File: src/rtl/hp_pkg.sv
package hp_pkg;

    localparam int unsigned HP_SLOTS    = 32;
    localparam int unsigned HP_SLOT_W   = $clog2(HP_SLOTS);
    localparam int unsigned HP_DATA_W   = 32;
    localparam int unsigned HP_ADDR_W   = 5;
    localparam int unsigned HP_GPE_LEN  = 4;
    localparam int unsigned HP_GPE_BIT  = 1;

    typedef enum logic [1:0] {
        HW_UP    = 2'd0,
        HW_DOWN  = 2'd1,
        HW_EJECT = 2'd2,
        HW_RMV   = 2'd3
    } hp_word_e;

    typedef struct packed {
        logic                 found;
        logic [HP_SLOT_W-1:0] idx;
    } hp_lowest_t;

    function automatic hp_lowest_t hp_lowest(input logic [HP_DATA_W-1:0] v);
        hp_lowest_t r;
        r.found = 1'b0;
        r.idx   = '0;
        for (int i = HP_DATA_W - 1; i >= 0; i--) begin
            if (v[i]) begin
                r.found = 1'b1;
                r.idx   = HP_SLOT_W'(i);
            end
        end
        return r;
    endfunction

endpackage

File: src/rtl/hp_slot_tracker.sv
module hp_slot_tracker
    import hp_pkg::*;
#(
    parameter int unsigned SLOTS  = HP_SLOTS,
    parameter int unsigned SLOT_W = $clog2(SLOTS)
) (
    input  logic              clk,
    input  logic              rst,
    input  logic              evt_fire,
    input  logic              evt_insert,
    input  logic [SLOT_W-1:0] evt_slot,
    input  logic              wr_up,
    input  logic              wr_down,
    input  logic [SLOTS-1:0]  wdata,
    output logic [SLOTS-1:0]  up_q,
    output logic [SLOTS-1:0]  down_q
);

    logic [SLOTS-1:0] slot_bit;

    always_comb begin
        slot_bit = '0;
        slot_bit[evt_slot] = 1'b1;
    end

    always_ff @(posedge clk) begin
        if (rst) begin
            up_q   <= '0;
            down_q <= '0;
        end else if (evt_fire) begin
            up_q   <= evt_insert ? slot_bit : '0;
            down_q <= evt_insert ? '0 : slot_bit;
        end else begin
            if (wr_up)   up_q   <= wdata;
            if (wr_down) down_q <= wdata;
        end
    end


    evt_single_slot_chk: assert property (@(posedge clk) disable iff (rst)
        evt_fire |=> $countones(up_q | down_q) == 1);


    bitmap_hold_chk: assert property (@(posedge clk) disable iff (rst)
        !evt_fire && !wr_up && !wr_down |=> $stable(up_q) && $stable(down_q));

endmodule

File: src/rtl/hp_eject_unit.sv
module hp_eject_unit
    import hp_pkg::*;
#(
    parameter int unsigned SLOTS  = HP_SLOTS,
    parameter int unsigned SLOT_W = $clog2(SLOTS)
) (
    input  logic                 clk,
    input  logic                 rst,
    input  logic                 wr_eject,
    input  logic [HP_DATA_W-1:0] wdata,
    input  logic [SLOTS-1:0]     rmv_mask,
    output logic                 stb_q,
    output logic [SLOT_W-1:0]    slot_q
);

    hp_lowest_t lo;
    logic       allowed;

    always_comb begin
        lo      = hp_lowest(wdata);
        allowed = wr_eject && lo.found && (int'(lo.idx) < SLOTS) &&
                  rmv_mask[lo.idx];
    end

    always_ff @(posedge clk) begin
        if (rst) begin
            stb_q  <= 1'b0;
            slot_q <= '0;
        end else begin
            stb_q <= allowed;
            if (allowed) slot_q <= SLOT_W'(lo.idx);
        end
    end


    eject_removable_chk: assert property (@(posedge clk) disable iff (rst)
        stb_q |-> rmv_mask[slot_q]);


    eject_zero_chk: assert property (@(posedge clk) disable iff (rst)
        wr_eject && wdata == '0 |=> !stb_q);

endmodule

File: src/rtl/hp_gpe_block.sv
module hp_gpe_block
    import hp_pkg::*;
#(
    parameter int unsigned BYTES  = HP_GPE_LEN,
    parameter int unsigned HP_BIT = HP_GPE_BIT,
    parameter int unsigned SEL_W  = $clog2(BYTES)
) (
    input  logic             clk,
    input  logic             rst,
    input  logic             wr,
    input  logic [SEL_W-1:0] sel,
    input  logic [7:0]       wdata,
    input  logic             hp_set,
    output logic [7:0]       rd8,
    output logic             hp_sts,
    output logic             hp_pending
);

    localparam int unsigned STS_N = BYTES / 2;
    localparam int unsigned EN_N  = BYTES - STS_N;

    logic [STS_N*8-1:0] sts_q, sts_d;
    logic [EN_N*8-1:0]  en_q,  en_d;

    always_comb begin
        sts_d = sts_q;
        en_d  = en_q;
        for (int i = 0; i < STS_N; i++) begin
            if (wr && int'(sel) == i)
                sts_d[i*8 +: 8] = sts_q[i*8 +: 8] & ~wdata;
        end
        for (int j = 0; j < EN_N; j++) begin
            if (wr && int'(sel) == STS_N + j)
                en_d[j*8 +: 8] = wdata;
        end
        if (hp_set) sts_d[HP_BIT] = 1'b1;
    end

    always_ff @(posedge clk) begin
        if (rst) begin
            sts_q <= '0;
            en_q  <= '0;
        end else begin
            sts_q <= sts_d;
            en_q  <= en_d;
        end
    end

    always_comb begin
        rd8 = '0;
        for (int i = 0; i < STS_N; i++)
            if (int'(sel) == i) rd8 = sts_q[i*8 +: 8];
        for (int j = 0; j < EN_N; j++)
            if (int'(sel) == STS_N + j) rd8 = en_q[j*8 +: 8];
    end

    assign hp_sts     = sts_q[HP_BIT];
    assign hp_pending = sts_q[HP_BIT] & en_q[HP_BIT];


    hp_set_chk: assert property (@(posedge clk) disable iff (rst)
        hp_set |=> hp_sts);


    w1c_clear_chk: assert property (@(posedge clk) disable iff (rst)
        wr && sel == '0 && wdata[HP_BIT] && !hp_set |=> !hp_sts);

endmodule

File: src/rtl/hp_event_ctrl.sv
module hp_event_ctrl
    import hp_pkg::*;
#(
    parameter int unsigned SLOTS   = HP_SLOTS,
    parameter int unsigned SLOT_W  = $clog2(SLOTS),
    parameter int unsigned ADDR_W  = HP_ADDR_W,
    parameter int unsigned GPE_LEN = HP_GPE_LEN
) (
    input  logic                 clk,
    input  logic                 rst,
    input  logic                 evt_valid,
    input  logic [SLOT_W-1:0]    evt_slot,
    input  logic                 evt_insert,
    input  logic                 evt_coldplug,
    input  logic [SLOTS-1:0]     fixed_mask,
    input  logic                 bus_wr,
    input  logic [ADDR_W-1:0]    bus_addr,
    input  logic [HP_DATA_W-1:0] bus_wdata,
    output logic [HP_DATA_W-1:0] bus_rdata,
    output logic                 gpe_hp_sts,
    output logic                 hp_pending,
    output logic                 eject_stb,
    output logic [SLOT_W-1:0]    eject_slot
);

    localparam int unsigned GSEL_W = $clog2(GPE_LEN);

    logic             in_gpe;
    hp_word_e         word;
    logic             evt_fire;
    logic             wr_up, wr_down, wr_eject, wr_gpe;
    logic [SLOTS-1:0] up_q, down_q, rmv_q;
    logic [7:0]       gpe_rd8;

    always_comb begin
        in_gpe   = bus_addr[ADDR_W-1];
        word     = hp_word_e'(bus_addr[3:2]);
        evt_fire = evt_valid && !(evt_insert && evt_coldplug);
        wr_up    = bus_wr && !in_gpe && word == HW_UP;
        wr_down  = bus_wr && !in_gpe && word == HW_DOWN;
        wr_eject = bus_wr && !in_gpe && word == HW_EJECT;
        wr_gpe   = bus_wr && in_gpe;
    end

    always_ff @(posedge clk) begin
        if (rst) rmv_q <= ~fixed_mask;
    end

    hp_slot_tracker #(.SLOTS(SLOTS), .SLOT_W(SLOT_W)) trk_i (
        .clk        (clk),
        .rst        (rst),
        .evt_fire   (evt_fire),
        .evt_insert (evt_insert),
        .evt_slot   (evt_slot),
        .wr_up      (wr_up),
        .wr_down    (wr_down),
        .wdata      (bus_wdata[SLOTS-1:0]),
        .up_q       (up_q),
        .down_q     (down_q)
    );

    hp_eject_unit #(.SLOTS(SLOTS), .SLOT_W(SLOT_W)) ej_i (
        .clk      (clk),
        .rst      (rst),
        .wr_eject (wr_eject),
        .wdata    (bus_wdata),
        .rmv_mask (rmv_q),
        .stb_q    (eject_stb),
        .slot_q   (eject_slot)
    );

    hp_gpe_block #(.BYTES(GPE_LEN), .HP_BIT(HP_GPE_BIT)) gpe_i (
        .clk        (clk),
        .rst        (rst),
        .wr         (wr_gpe),
        .sel        (bus_addr[GSEL_W-1:0]),
        .wdata      (bus_wdata[7:0]),
        .hp_set     (evt_fire),
        .rd8        (gpe_rd8),
        .hp_sts     (gpe_hp_sts),
        .hp_pending (hp_pending)
    );

    always_comb begin
        bus_rdata = '0;
        if (in_gpe) begin
            bus_rdata[7:0] = gpe_rd8;
        end else begin
            unique case (word)
                HW_UP:    bus_rdata[SLOTS-1:0] = up_q;
                HW_DOWN:  bus_rdata[SLOTS-1:0] = down_q;
                HW_EJECT: bus_rdata = '0;
                HW_RMV:   bus_rdata[SLOTS-1:0] = rmv_q;
                default:  bus_rdata = '0;
            endcase
        end
    end


    cold_insert_ignored_chk: assert property (@(posedge clk) disable iff (rst)
        evt_valid && evt_insert && evt_coldplug && !bus_wr |=>
        $stable(up_q) && $stable(down_q) && $stable(gpe_hp_sts));


    rmv_write_ignored_chk: assert property (@(posedge clk) disable iff (rst)
        bus_wr && !in_gpe && word == HW_RMV |=> $stable(rmv_q));


    evt_beats_write_chk: assert property (@(posedge clk) disable iff (rst)
        evt_fire && evt_insert && wr_up |=> $countones(up_q) == 1);

endmodule

File: config.mk
export PLATFORM = sky130hd
export DESIGN_NAME = hp_event_ctrl
export DESIGN_NICKNAME = d
export VERILOG_FILES = /design/src/rtl/hp_pkg.sv /design/src/rtl/hp_slot_tracker.sv /design/src/rtl/hp_eject_unit.sv /design/src/rtl/hp_gpe_block.sv /design/src/rtl/hp_event_ctrl.sv
export SDC_FILE = /design/constraint.sdc
export NUM_CORES = 1
export LEC_CHECK = 0
export BUFFER_PORTS_ARGS = -buffer_cell sky130_fd_sc_hd__clkbuf_2
export CORE_MARGIN = 3
export CORE_UTILIZATION = 57
export CTS_BUF_LIST = sky130_fd_sc_hd__clkbuf_16
export CTS_CLUSTER_DIAMETER = 50
export DETAILED_ROUTE_END_ITERATION = 8
export PLACE_DENSITY = 0.86
export SYNTH_ARGS = -nofsm -noshare
export SYNTH_HDL_FRONTEND = slang
export SYNTH_SLANG_ARGS = --single-unit
File: constraint.sdc
create_clock -name clk -period 3.1 [get_ports clk]
set_input_delay 0.31 -clock clk [delete_from_list [all_inputs] [get_ports clk]]
set_output_delay 0.31 -clock clk [all_outputs]
set_load 0.005 [all_outputs]
==> results.py <==
metrics = {
    "outcome": {
        "status": "finished clean",
    },
    "power_and_ir_drop": {
        "p_per_area_nw_per_um2": 552,
        "p_comb_share_pct": 14.3,
        "swShare_pct": 26.8,
        "irDropWorstVdd_v": 0.000435,
        "p_switching_mw": 1.27,
        "p_clk_share_pct": 43.8,
        "power.leakage_nw": 3.49,
        "power_frac_seq_pct": 41.9,
        "internal_power_mw": 3.46,
    },
    "clock_tree": {
        "cts_root_buf": "clkbuf_16",
        "clkTransAtPathRegs_ns": 0.06,
        "cts_tree": "built",
        "clock-sinks": 134,
        "cts-resized-gates": 0,
        "clock_latency_ns": 0.42,
        "cts_setup_buffers": 0,
        "numCtsBuffers": 17,
        "cts.hold.buffers_added": 0,
        "h-tree-depth": 4,
        "clockBufferDepth": 2,
    },
    "critical_path": {
        "worstPathRequired_ns": 3.46,
        "crit_fanout": 7,
        "critPathLaunchType": "primary input",
        "arrival_ns": 3.05,
        "slowest_delay_ns": 0.62,
        "timing.rr.start": "rmv_q[19]$_DFFE_PP_",
        "r2r_end": "ej_i.slot_q[3]$_SDFFE_PP0P_",
        "critPathSlowestCell": "nor4_1",
        "crit_chain": "clkbuf_2 -> or4_4 -> a21bo_1 -> o21a_1 -> nor2_1 -> a2111oi_0 -> nor4_1 -> nor3_2 -> or3_1 -> a21oi_1",
        "critPathCaptureType": "register",
        "worst-r2r-setup-slack_ns": 1.05,
        "crit_type": "primary input to register",
        "r2r_cells": 7,
    },
    "detailed_routing": {
        "totalWireLength_mm": 21.4,
        "firstDrtPassIters": 5,
        "route.detailed.drc": 0,
        "drt-wirelength-per-cell_um": 19.2,
        "ant_nets": 0,
        "avgViaCountPerCell": 6.24,
        "drt_iter0_markers": 970,
        "route.vias.total": 6971,
    },
    "yosys": {
        "synth_nets": 908,
        "synth_cells": 828,
        "synth_flop_cell": "dfxtp_1",
        "ys_warn_count": 0,
        "synth-edff-count": 32,
        "yosysUniqueCellTypes": 61,
        "syn_avg_cell_area_um2": 8.53,
        "ys_seq_area_share_pct": 42.5,
        "async_reset_ff_share_pct": 0,
        "mappedNetlistArea_um2": 7060,
        "yosys_register_bits": 134,
    },
    "finish": {
        "area_growth_pct": 21.3,
        "fillers": 958,
        "multi_input_area_um2": 3660,
        "finalNetCount": 1017,
        "layout_commonest_cell": "nor2_1",
        "n_antenna_cell": 0,
        "seqCellArea_um2": 3000,
        "final_util_pct": 71.0,
        "layout_common_cells": "nor2_1 (145), clkbuf_2 (118), dfxtp_1 (102)",
        "drive_gt1_share_pct": 22.2,
    },
    "timing": {
        "finalCritPeriodShare_pct": 86.8,
        "worstMarginPinSlew_ns": 1.04,
        "fin_skew_ns": 0.00411,
        "rsz0062_at_grt": "no",
        "slew_viol_final": 0,
        "setup_violations": 0,
        "fin_setup_tns_ns": 0,
        "hold_viol_final": 0,
        "slew_headroom_pct": 30.4,
        "clock.fmax_ghz": 0.372,
        "post-route-min-period_ns": 2.69,
    },
    "place": {
        "gp_congestion": 1.01,
        "dpl.hpwl_mm": 14.9,
        "numPortBuffers": 119,
    },
    "floorplan": {
        "die-area_um2": 13800,
        "initial_core_util_pct": 58.5,
        "die_width_um": 117,
        "pin_count": 120,
        "core_um2": 12100,
        "fp.dieH_um": 117,
        "std_cell_rows": 40,
    },
    "global_routing": {
        "grt_use_total_pct": 31.5,
        "grt_antenna_before_repair": 0,
        "grt_max_degree": 54,
        "grt_pass1_wl_mm": 33.0,
        "grt_overflow": 0,
        "grt_pass1_vias": 6324,
    },
    "worst_hold_path": {
        "min_path_cells": 2,
        "hold_start": "fixed_mask[9]",
        "hold_end": "rmv_q[9]$_DFFE_PP_",
        "hold_path_class": "primary input to register",
    },
    "run": {
        "cap_violations": 0,
    },
}
-- worst max-delay path: cells and delay by family --
family | cells | cell delay, ns
buffers and inverters | 1 | 0.14
and+or+nand+nor | 5 | 1.91
AOI/OAI and AO/OA | 4 | 0.69
-- area by class of cell --
class                   count  area share (%)
inverters                  48            2.10
repair buffers            154            10.5
clock inverters            13            1.65
well taps                 168            2.45
flip-flops and latches    134            35.1
clock buffers              19            5.55
multi-input cells         582            42.7
-- per-stage QoR --
stage / hold slack (ns) / setup WS (ns) / cells / instance area (µm²) / total power [mW]
after floorplan: 0.422 / 0.364 / 828 / 7060 / 2.40
after global placement: 0.433 / 0.124 / 1086 / 7950 / 2.65
after detailed placement: 0.437 / 0.0414 / 1086 / 7950 / 2.66
after CTS: 0.0954 / 0.461 / 1118 / 8570 / 4.72
after global routing: 0.0946 / 0.233 / 1118 / 8570 / 4.89
final: 0.102 / 0.409 / 1118 / 8570 / 4.72
-- cell families (layout without fill, tap and decap cells) --
logic type / count (synthesis) / after routing / share of synthesized area, %
AO/OA/AOI/OAI: 229 / 229 / 22.5
buffers and inverters: 112 / 234 / 6.08
flip-flops: 134 / 134 / 42.5
multiplexers: 44 / 44 / 8.47
AND/OR/NAND/NOR: 309 / 309 / 20.4
-- Yosys cell counts (6+ instances only) --
master | count | area share (%)
buf_1 | 6 | 0.32
nand3_1 | 8 | 0.57
nor2_1 | 145 | 7.7
mux2i_1 | 32 | 4.5
nand2_1 | 44 | 2.3
o21ai_0 | 13 | 0.92
mux4_2 | 10 | 3.2
nor3_1 | 41 | 2.9
clkbuf_1 | 53 | 2.8
a211oi_1 | 42 | 4.5
nand2b_1 | 24 | 2.1
dfxtp_1 | 102 | 29
nor4_1 | 10 | 0.89
a22oi_1 | 32 | 3.4
a21oi_1 | 75 | 5.3
edfxtp_1 | 32 | 14
a221oi_1 | 33 | 4.1
nand4_1 | 8 | 0.71
inv_1 | 48 | 2.6
-- state kept, by name, indices dropped and copies added (netlist names) --
| register | cells |
|---|---|
| gpe_i.en_q | 16 |
| trk_i.up_q | 32 |
| gpe_i.sts_q | 16 |
| ej_i.stb_q | 1 |
| trk_i.down_q | 32 |
| ej_i.slot_q | 5 |
| rmv_q | 32 |
-- metal layers --
layer / track usage (%) / up-vias / share of wire (%) / wire, µm
li1: - / 3263 / - / -
met1: 42.3 / 3172 / 40 / 8660
met2: 48.6 / 467 / 45 / 9710
met3: 8.74 / 69 / 11 / 2320
met5: 0 / - / 0 / 0
met4: 11.9 / 0 / 3.4 / 736
-- power groups by stage --
| stage | clock network, mW | registers (mW) | logic (mW) |
|---|---|---|---|
| after detailed placement | 0 | 2.01 | 0.653 |
| final | 2.07 | 1.98 | 0.675 |
| after global routing | 2.17 | 1.99 | 0.734 |
| after global placement | 0 | 2.01 | 0.643 |
| after floorplan | 0 | 1.98 | 0.418 |
| after CTS | 2.08 | 1.97 | 0.663 |
-- worst max-delay path by stage --
stage,startpoint,to,slack [ns],cells after the start
after floorplan,bus_wdata[23],ej_i.slot_q[1]$_SDFFE_PP0P_,0.36,9
after global placement,bus_wdata[16],ej_i.slot_q[3]$_SDFFE_PP0P_,0.12,10
after detailed placement,bus_wdata[16],ej_i.slot_q[3]$_SDFFE_PP0P_,0.04,10
after CTS,bus_wdata[16],ej_i.slot_q[3]$_SDFFE_PP0P_,0.46,10
after global routing,bus_wdata[16],ej_i.slot_q[3]$_SDFFE_PP0P_,0.23,10
final,bus_wdata[16],ej_i.slot_q[3]$_SDFFE_PP0P_,0.41,10
Power figures use the tool's default switching activity.
